`config.mk`:
```
export PLATFORM = sky130hd
export DESIGN_NAME = mgmt_regbank
export DESIGN_NICKNAME = d
export VERILOG_FILES = /design/src/rtl/mgmt_regbank_pkg.sv /design/src/rtl/mgmt_pulse_timer.sv /design/src/rtl/mgmt_ctrl_reg.sv /design/src/rtl/mgmt_status_latch.sv /design/src/rtl/mgmt_mode_resolve.sv /design/src/rtl/mgmt_regbank.sv
export SDC_FILE = /design/constraint.sdc
export NUM_CORES = 1
export LEC_CHECK = 0
export ABC_AREA = 0
export BUFFER_PORTS_ARGS = -buffer_cell sky130_fd_sc_hd__buf_2
export CORE_ASPECT_RATIO = 1.75
export CORE_UTILIZATION = 40
export DETAILED_ROUTE_END_ITERATION = 10
export PLACE_DENSITY = 0.68
export SLEW_MARGIN = 0
export SYNTH_ARGS = -nofsm -noshare
export SYNTH_HDL_FRONTEND = slang
export SYNTH_SLANG_ARGS = --single-unit
```
`constraint.sdc`:
```
create_clock -name clk -period 1.8 [get_ports clk]
set_input_delay 0.18 -clock clk [delete_from_list [all_inputs] [get_ports clk]]
set_output_delay 0.18 -clock clk [all_outputs]
set_load 0.02 [all_outputs]
```
`src/rtl/mgmt_regbank_pkg.sv`:
```
package mgmt_regbank_pkg;

  localparam int unsigned ADDR_W = 5;
  localparam int unsigned DATA_W = 16;

  localparam logic [ADDR_W-1:0] A_CTRL  = 5'd0;
  localparam logic [ADDR_W-1:0] A_STAT  = 5'd1;
  localparam logic [ADDR_W-1:0] A_IDHI  = 5'd2;
  localparam logic [ADDR_W-1:0] A_IDLO  = 5'd3;
  localparam logic [ADDR_W-1:0] A_XSTAT = 5'd15;

  localparam logic [DATA_W-1:0] CTRL_DEFAULT = 16'h1000;

  typedef enum logic [1:0] {
    SPD_10   = 2'b00,
    SPD_100  = 2'b01,
    SPD_1000 = 2'b10,
    SPD_RSVD = 2'b11
  } speed_e;

  typedef struct packed {
    logic loopback;
    logic spd_lsb;
    logic an_en;
    logic power_down;
    logic isolate;
    logic duplex;
    logic spd_msb;
    logic unidir;
  } ctrl_fields_t;

  function automatic ctrl_fields_t unpack_ctrl(logic [DATA_W-1:0] w);
    ctrl_fields_t f;
    f.loopback   = w[14];
    f.spd_lsb    = w[13];
    f.an_en      = w[12];
    f.power_down = w[11];
    f.isolate    = w[10];
    f.duplex     = w[8];
    f.spd_msb    = w[6];
    f.unidir     = w[5];
    return f;
  endfunction

  function automatic logic [DATA_W-1:0] pack_ctrl(logic busy, ctrl_fields_t f,
                                                  logic restart, logic col);
    return {busy, f.loopback, f.spd_lsb, f.an_en, f.power_down, f.isolate,
            restart, f.duplex, col, f.spd_msb, f.unidir, 5'b00000};
  endfunction

  function automatic speed_e forced_speed(logic msb, logic lsb);
    logic [1:0] code;
    code = {msb, lsb};
    if (code == SPD_RSVD) return SPD_10;
    return speed_e'(code);
  endfunction

  function automatic logic unidir_active(logic an_en, logic duplex, logic unidir);
    return !an_en && duplex && unidir;
  endfunction

  function automatic logic [DATA_W-1:0] status_word(logic [6:0] abil, logic an_cmp,
                                                    logic rfault, logic link,
                                                    logic jab);
    return {abil, 1'b1, 1'b1, 1'b0, an_cmp, rfault, 1'b1, link, jab, 1'b1};
  endfunction

endpackage

```
`src/rtl/mgmt_pulse_timer.sv`:
```
module mgmt_pulse_timer #(
  parameter int unsigned LEN = 4
) (
  input  logic clk,
  input  logic rst_n,
  input  logic clear,
  input  logic start,
  output logic active
);
  localparam int unsigned CW = $clog2(LEN + 1);

  logic [CW-1:0] cnt;

  always_ff @(posedge clk or negedge rst_n) begin
    if (!rst_n)                     cnt <= '0;
    else if (clear)                 cnt <= '0;
    else if (start && cnt == '0)    cnt <= CW'(LEN);
    else if (cnt != '0)             cnt <= cnt - CW'(1);
  end

  assign active = (cnt != '0);
endmodule

```
`src/rtl/mgmt_ctrl_reg.sv`:
```
module mgmt_ctrl_reg
  import mgmt_regbank_pkg::*;
#(
  parameter int unsigned RESET_CYCLES     = 16,
  parameter int unsigned COL_PULSE_CYCLES = 4
) (
  input  logic                clk,
  input  logic                rst_n,
  input  logic                wr_ctrl,
  input  logic [DATA_W-1:0]   wdata,
  output ctrl_fields_t        fields,
  output logic                busy,
  output logic                restart,
  output logic                col_active,
  output logic                reset_start,
  output logic                wr_accept,
  output logic                wr_blocked,
  output logic [DATA_W-1:0]   ctrl_image
);
  ctrl_fields_t wfields;

  assign wfields     = unpack_ctrl(wdata);
  assign wr_blocked  = wr_ctrl && busy;
  assign reset_start = wr_ctrl && !busy && wdata[15];
  assign wr_accept   = wr_ctrl && !busy && !wdata[15];

  always_ff @(posedge clk or negedge rst_n) begin
    if (!rst_n)           fields <= unpack_ctrl(CTRL_DEFAULT);
    else if (reset_start) fields <= unpack_ctrl(CTRL_DEFAULT);
    else if (wr_accept)   fields <= wfields;
  end

  always_ff @(posedge clk or negedge rst_n) begin
    if (!rst_n) restart <= 1'b0;
    else        restart <= wr_accept && wfields.an_en && wdata[9];
  end

  mgmt_pulse_timer #(.LEN(RESET_CYCLES)) u_reset_timer (
    .clk    (clk),
    .rst_n  (rst_n),
    .clear  (1'b0),
    .start  (reset_start),
    .active (busy)
  );

  mgmt_pulse_timer #(.LEN(COL_PULSE_CYCLES)) u_col_timer (
    .clk    (clk),
    .rst_n  (rst_n),
    .clear  (reset_start),
    .start  (wr_accept && wdata[7]),
    .active (col_active)
  );

  assign ctrl_image = pack_ctrl(busy, fields, restart, col_active);
endmodule

```
`src/rtl/mgmt_status_latch.sv`:
```
module mgmt_status_latch (
  input  logic clk,
  input  logic rst_n,
  input  logic clear,
  input  logic rd_stat,
  input  logic link_up,
  input  logic jabber,
  input  logic rfault,
  output logic link_view,
  output logic jabber_view,
  output logic rfault_view
);
  localparam int unsigned N_HI = 2;

  logic            link_dropped;
  logic [N_HI-1:0] hi_in;
  logic [N_HI-1:0] hi_held;

  assign hi_in = {rfault, jabber};

  always_ff @(posedge clk or negedge rst_n) begin
    if (!rst_n)              link_dropped <= 1'b0;
    else if (clear || rd_stat) link_dropped <= 1'b0;
    else if (!link_up)       link_dropped <= 1'b1;
  end

  always_ff @(posedge clk or negedge rst_n) begin
    if (!rst_n)                hi_held <= '0;
    else if (clear || rd_stat) hi_held <= '0;
    else                       hi_held <= hi_held | hi_in;
  end

  assign link_view   = link_up && !link_dropped;
  assign jabber_view = hi_held[0] | hi_in[0];
  assign rfault_view = hi_held[1] | hi_in[1];
endmodule

```
`src/rtl/mgmt_mode_resolve.sv`:
```
module mgmt_mode_resolve
  import mgmt_regbank_pkg::*;
(
  input  ctrl_fields_t fields,
  input  logic [1:0]   an_speed,
  input  logic         an_full_duplex,
  input  logic         link_up,
  output logic [1:0]   eff_speed,
  output logic         eff_full_duplex,
  output logic         tx_enable
);
  speed_e spd;

  always_comb begin
    if (fields.an_en) spd = speed_e'(an_speed);
    else              spd = forced_speed(fields.spd_msb, fields.spd_lsb);
  end

  assign eff_speed       = spd;
  assign eff_full_duplex = fields.an_en ? an_full_duplex : fields.duplex;
  assign tx_enable       = link_up ||
                           unidir_active(fields.an_en, fields.duplex, fields.unidir);
endmodule

```
`src/rtl/mgmt_regbank.sv`:
```
module mgmt_regbank
  import mgmt_regbank_pkg::*;
#(
  parameter int unsigned RESET_CYCLES     = 16,
  parameter int unsigned COL_PULSE_CYCLES = 4,
  parameter logic [31:0] PHY_ID           = 32'h3C5A_91E7,
  parameter logic [6:0]  ABILITY          = 7'b0111100,
  parameter logic [3:0]  GIG_ABILITY      = 4'b0011
) (
  input  logic        clk,
  input  logic        rst_n,
  input  logic [4:0]  reg_addr,
  input  logic [15:0] reg_wdata,
  input  logic        reg_wr,
  input  logic        reg_rd,
  output logic [15:0] reg_rdata,
  input  logic        link_up,
  input  logic        jabber_det,
  input  logic        remote_fault,
  input  logic        an_done,
  input  logic [1:0]  an_speed,
  input  logic        an_full_duplex,
  output logic        reset_busy,
  output logic        loopback_en,
  output logic        power_down,
  output logic        isolate,
  output logic        an_enable,
  output logic        an_restart,
  output logic        col_test,
  output logic [1:0]  eff_speed,
  output logic        eff_full_duplex,
  output logic        tx_enable
);
  ctrl_fields_t       fields;
  logic [DATA_W-1:0]  ctrl_image;
  logic [DATA_W-1:0]  stat_image;
  logic [DATA_W-1:0]  rd_mux;
  logic               link_view, jabber_view, rfault_view;

  // named internal events
  logic ctrl_wr_accept;
  logic ctrl_wr_blocked;
  logic soft_reset_start;
  logic stat_read;

  assign stat_read = reg_rd && (reg_addr == A_STAT);

  mgmt_ctrl_reg #(
    .RESET_CYCLES     (RESET_CYCLES),
    .COL_PULSE_CYCLES (COL_PULSE_CYCLES)
  ) u_ctrl (
    .clk         (clk),
    .rst_n       (rst_n),
    .wr_ctrl     (reg_wr && (reg_addr == A_CTRL)),
    .wdata       (reg_wdata),
    .fields      (fields),
    .busy        (reset_busy),
    .restart     (an_restart),
    .col_active  (col_test),
    .reset_start (soft_reset_start),
    .wr_accept   (ctrl_wr_accept),
    .wr_blocked  (ctrl_wr_blocked),
    .ctrl_image  (ctrl_image)
  );

  mgmt_status_latch u_stat (
    .clk         (clk),
    .rst_n       (rst_n),
    .clear       (soft_reset_start),
    .rd_stat     (stat_read),
    .link_up     (link_up),
    .jabber      (jabber_det),
    .rfault      (remote_fault),
    .link_view   (link_view),
    .jabber_view (jabber_view),
    .rfault_view (rfault_view)
  );

  mgmt_mode_resolve u_mode (
    .fields          (fields),
    .an_speed        (an_speed),
    .an_full_duplex  (an_full_duplex),
    .link_up         (link_up),
    .eff_speed       (eff_speed),
    .eff_full_duplex (eff_full_duplex),
    .tx_enable       (tx_enable)
  );

  assign stat_image = status_word(ABILITY, an_done, rfault_view, link_view, jabber_view);

  always_comb begin
    case (reg_addr)
      A_CTRL:  rd_mux = ctrl_image;
      A_STAT:  rd_mux = stat_image;
      A_IDHI:  rd_mux = PHY_ID[31:16];
      A_IDLO:  rd_mux = PHY_ID[15:0];
      A_XSTAT: rd_mux = {GIG_ABILITY, 12'h000};
      default: rd_mux = '0;
    endcase
  end

  always_ff @(posedge clk or negedge rst_n) begin
    if (!rst_n)      reg_rdata <= '0;
    else if (reg_rd) reg_rdata <= rd_mux;
  end

  assign loopback_en = fields.loopback;
  assign power_down  = fields.power_down;
  assign isolate     = fields.isolate;
  assign an_enable   = fields.an_en;
endmodule

```
==> impl_metrics.env <==
export IMPL_setup_viol=0
export IMPL_yosys_warnings=0
export IMPL_irDropWorstVdd_uv=684
export IMPL_synth_area_per_cell_um2=10.2
export IMPL_power_density_mw_per_mm2=1030
export IMPL_endpoint="reset_busy"
export IMPL_yosysTopAreaCell="dfrtp_1"
export IMPL_clk_pin_slew_ns=0.08
export IMPL_finalHoldWorstSlack_ns=0.106
export IMPL_synth_edf_count=0
export IMPL_clock_latency_ns=0.30
export IMPL_ys_ff_latch=36
export IMPL_place_gp_congestion=0.771
export IMPL_cp_slowest_cell="dfrtp_1"
export IMPL_multi_input_area_um2=868
export IMPL_synthesis_area_mm2=0.00187
export IMPL_rsz0062_at_grt="false"
export IMPL_htree_levels=2
export IMPL_async_flop_share_pct=100
export IMPL_yosysTopAreaCellShare_pct=46.9
export IMPL_synth_top_flop_cell="dfrtp_1"
export IMPL_route_detailed_drc=0
export IMPL_setup_tns_ns=0
export IMPL_final_hold_violation_count=0
export IMPL_core_rowCount=32
export IMPL_syn_to_final_growth_pct=27.9
export IMPL_switching_share_pct=32.9
export IMPL_ant_nets=0
export IMPL_cts_sinks=36
export IMPL_clockRootBuffer="clkbuf_8"
export IMPL_syn_nets=219
export IMPL_intPower_mw=1.65
export IMPL_die_w_um=53.6
export IMPL_r2r_end="u_ctrl.ctrl_image[14]$_DFFE_PN0P_"
export IMPL_n_antenna_cell=0
export IMPL_final_nets=285
export IMPL_finalPower_mw=2.47
export IMPL_crit_chain="inv_2 -> ha_4 -> nor4b_4 -> buf_4 -> inv_2 -> buf_6 -> buf_6"
export IMPL_viasPerCell=5.29
export IMPL_final_seq_area_um2=902
export IMPL_period_share_pct=96.5
export IMPL_ios=59
export IMPL_p_sw_mw=0.812
export IMPL_slowest_delay_ns=0.39
export IMPL_ff2ff_path_depth=7
export IMPL_p_clk_share_pct=24.6
export IMPL_grt_antenna_before_repair=0
export IMPL_grt_max_degree=37
export IMPL_max_clock_freq_mhz=576
export IMPL_worstPathArrival_ns=1.56
export IMPL_cap_violations=0
export IMPL_fill_cells=447
export IMPL_power_leakage_nw=1.15
export IMPL_dr_pass1_iters=4
export IMPL_relSlewSlack_pct=68.7
export IMPL_synth_distinct_cells=45
export IMPL_wl_per_cell_um=14.4
export IMPL_portBuffers=53
export IMPL_cts_buffer_depth=2
export IMPL_crit_type="register to output port"
export IMPL_p_comb_share_pct=33.1
export IMPL_hold_class="input pin to register"
export IMPL_cp_required_ns=1.62
export IMPL_drt_iter0_drc=42
export IMPL_drv_slew=0
export IMPL_status="complete, no violations"
export IMPL_grt_pass1_wl_mm=7.10
export IMPL_ys_seq_area_share_pct=48.4
export IMPL_vias=1593
export IMPL_start_util_pct=42.0
export IMPL_rrSetupSlack_ns=0.12
export IMPL_cts_tree="built"
export IMPL_yosys_top_cells_area="dfrtp_1 (47%), mux2_2 (6.6%), inv_1 (3.8%), nor2b_1 (3.7%), o21ai_0 (3.0%)"
export IMPL_core_area_mm2=0.00444
export IMPL_drive_above_1_share_pct=39.6
export IMPL_drt_wl_total_mm=4.33
export IMPL_layout_min_cycle_time_ns=1.74
export IMPL_finClkSkew_ns=0.00940
export IMPL_worst_slew_pin_slew_ns=0.469
export IMPL_post_route_util_pct=53.7
export IMPL_crit_fanout=3
export IMPL_start_kind="register"
export IMPL_cts_made_buffers=5
export IMPL_end_kind="output port"
export IMPL_fp_dieH_um=92.3
export IMPL_track_usage_pct=19.8
export IMPL_grt_pass1_vias=1509
export IMPL_dp_hpwl_mm=3.04
export IMPL_syn_inst=183
export IMPL_power_frac_seq_pct=42.3
export IMPL_startpoint="u_ctrl.u_reset_timer.cnt[1]$_DFFE_PN0P_"
export IMPL_die_area_mm2=0.00495
export IMPL_rr_startpoint="u_ctrl.u_reset_timer.cnt[1]$_DFFE_PN0P_"
export IMPL_overflow=0
critical path, delay by kind of cell (launching register included):
| family | cells | cell delay (ns) |
|---|---|---|
| adder cells (fa/ha/maj) | 1 | 0.13 |
| buffers and inverters | 5 | 0.54 |
| flip-flops | 1 | 0.39 |
| AND/OR/NAND/NOR | 1 | 0.19 |
power groups by stage:
| stage | logic, mW | registers, mW | clock network [mW] |
|---|---|---|---|
| finish | 0.817 | 1.04 | 0.607 |
| global route | 0.915 | 1.06 | 0.662 |
| CTS | 0.762 | 1.04 | 0.629 |
| detailed placement | 0.707 | 1.05 | 0 |
| global placement | 0.688 | 1.05 | 0 |
| floorplan | 0.459 | 1.06 | 0 |
through the flow:
| stage | std cells | area, um2 | worst slack, ns |
|---|---|---|---|
| CTS | 298 | 2350 | 0.000655 |
| global placement | 288 | 2230 | 0.120 |
| floorplan | 183 | 1870 | 0.00208 |
| finish | 301 | 2390 | 0.0635 |
| detailed placement | 288 | 2230 | 0.0824 |
| global route | 301 | 2390 | 0.0142 |
placed cells by master (no fill, tap or decap), drive strengths merged, types with 2 or more instances in the layout:
cell type | Yosys | routed
o22ai | 4 | 4
or3 | 2 | 2
nor4 | 2 | 2
inv | 20 | 20
nor3 | 6 | 6
clkbuf | 6 | 7
dfrtp | 35 | 35
nor2 | 11 | 11
or4b | 2 | 2
o311ai | 2 | 2
o211ai | 2 | 2
mux2 | 11 | 11
nor3b | 3 | 3
nor2b | 11 | 11
nand2 | 6 | 6
a31oi | 3 | 3
nand2b | 4 | 4
nand4 | 3 | 3
o21ai | 11 | 11
ha | 4 | 4
nand3 | 4 | 4
a21oi | 7 | 7
buf | 2 | 66
mux2i | 2 | 2
o2111ai | 2 | 2
a31o | 2 | 2
registers in the layout, summed over array words and instances (netlist names):
signal / flops
reg_rdata: 16
u_ctrl.ctrl_image: 8
u_ctrl.restart: 1
u_ctrl.u_col_timer.cnt: 3
u_ctrl.u_reset_timer.cnt: 5
u_stat.hi_held: 2
u_stat.link_dropped: 1
kinds of logic (layout without fill, tap and decap cells):
kind of cell	count (synthesis)	after routing	synth area share, %
compound gates	40	40	14.1
xor+xnor	2	2	0.939
fa+ha+maj	4	4	2.68
buf+inv	28	95	5.77
flops	36	36	48.4
mux	13	13	7.71
simple gates	60	60	20.5
worst min-delay path by stage:
stage                       from  slack (ns)                                    end  depth (start not counted)
global placement           rst_n        0.25  u_ctrl.u_col_timer.cnt[2]$_DFFE_PN0P_                          2
floorplan                  rst_n       -0.12               reg_rdata[0]$_DFFE_PN0P_                          0
finish              reg_wdata[9]        0.11               u_ctrl.restart$_DFF_PN0_                          3
detailed placement         rst_n        0.25  u_ctrl.u_col_timer.cnt[2]$_DFFE_PN0P_                          2
global route        reg_wdata[9]        0.13               u_ctrl.restart$_DFF_PN0_                          3
CTS                 reg_wdata[9]        0.09               u_ctrl.restart$_DFF_PN0_                          3
timing repair:
| item | 4_1_cts | 5_1_grt |
|---|---|---|
| pin swaps | 1 | 1 |
| setup endpoints to repair | 1 | 1 |
| setup buffers | 1 | 3 |
| hold buffers | 1 | 0 |
| gates resized for setup | 4 | 3 |
| endpoints found under the hold margin | 35 | 0 |
Yosys cell counts (all sizes together), types with 2 or more instances:
cell	instances
buf	2
a31o	2
a31oi	3
nor3b	3
nand2	6
clkbuf	6
or4b	2
o211ai	2
o311ai	2
nor2	11
o2111ai	2
nand2b	4
mux2i	2
o21ai	11
mux2	11
nand3	4
nor3	6
nor2b	11
a21oi	7
inv	20
dfrtp	35
ha	4
o22ai	4
nor4	2
nand4	3
or3	2
layer usage:
metal	vias to the layer above	global-route usage, %	part of all wire [%]
met4	0	9.65	2.7
met1	757	24.9	42
met3	9	3.78	5.1
met5	-	0	0
li1	774	-	-
met2	53	31.4	50
cell type report:
type | instances | share of cell area [%]
Clock buffer | 7 | 3.62
Clock inverter | 1 | 0.315
Inverter | 20 | 3.15
Multi-Input combinational cell | 119 | 36.4
Sequential cell | 36 | 37.8
Tap cell | 51 | 2.67
Timing Repair Buffer | 67 | 16.0
(Power assumes the default switching activity.)
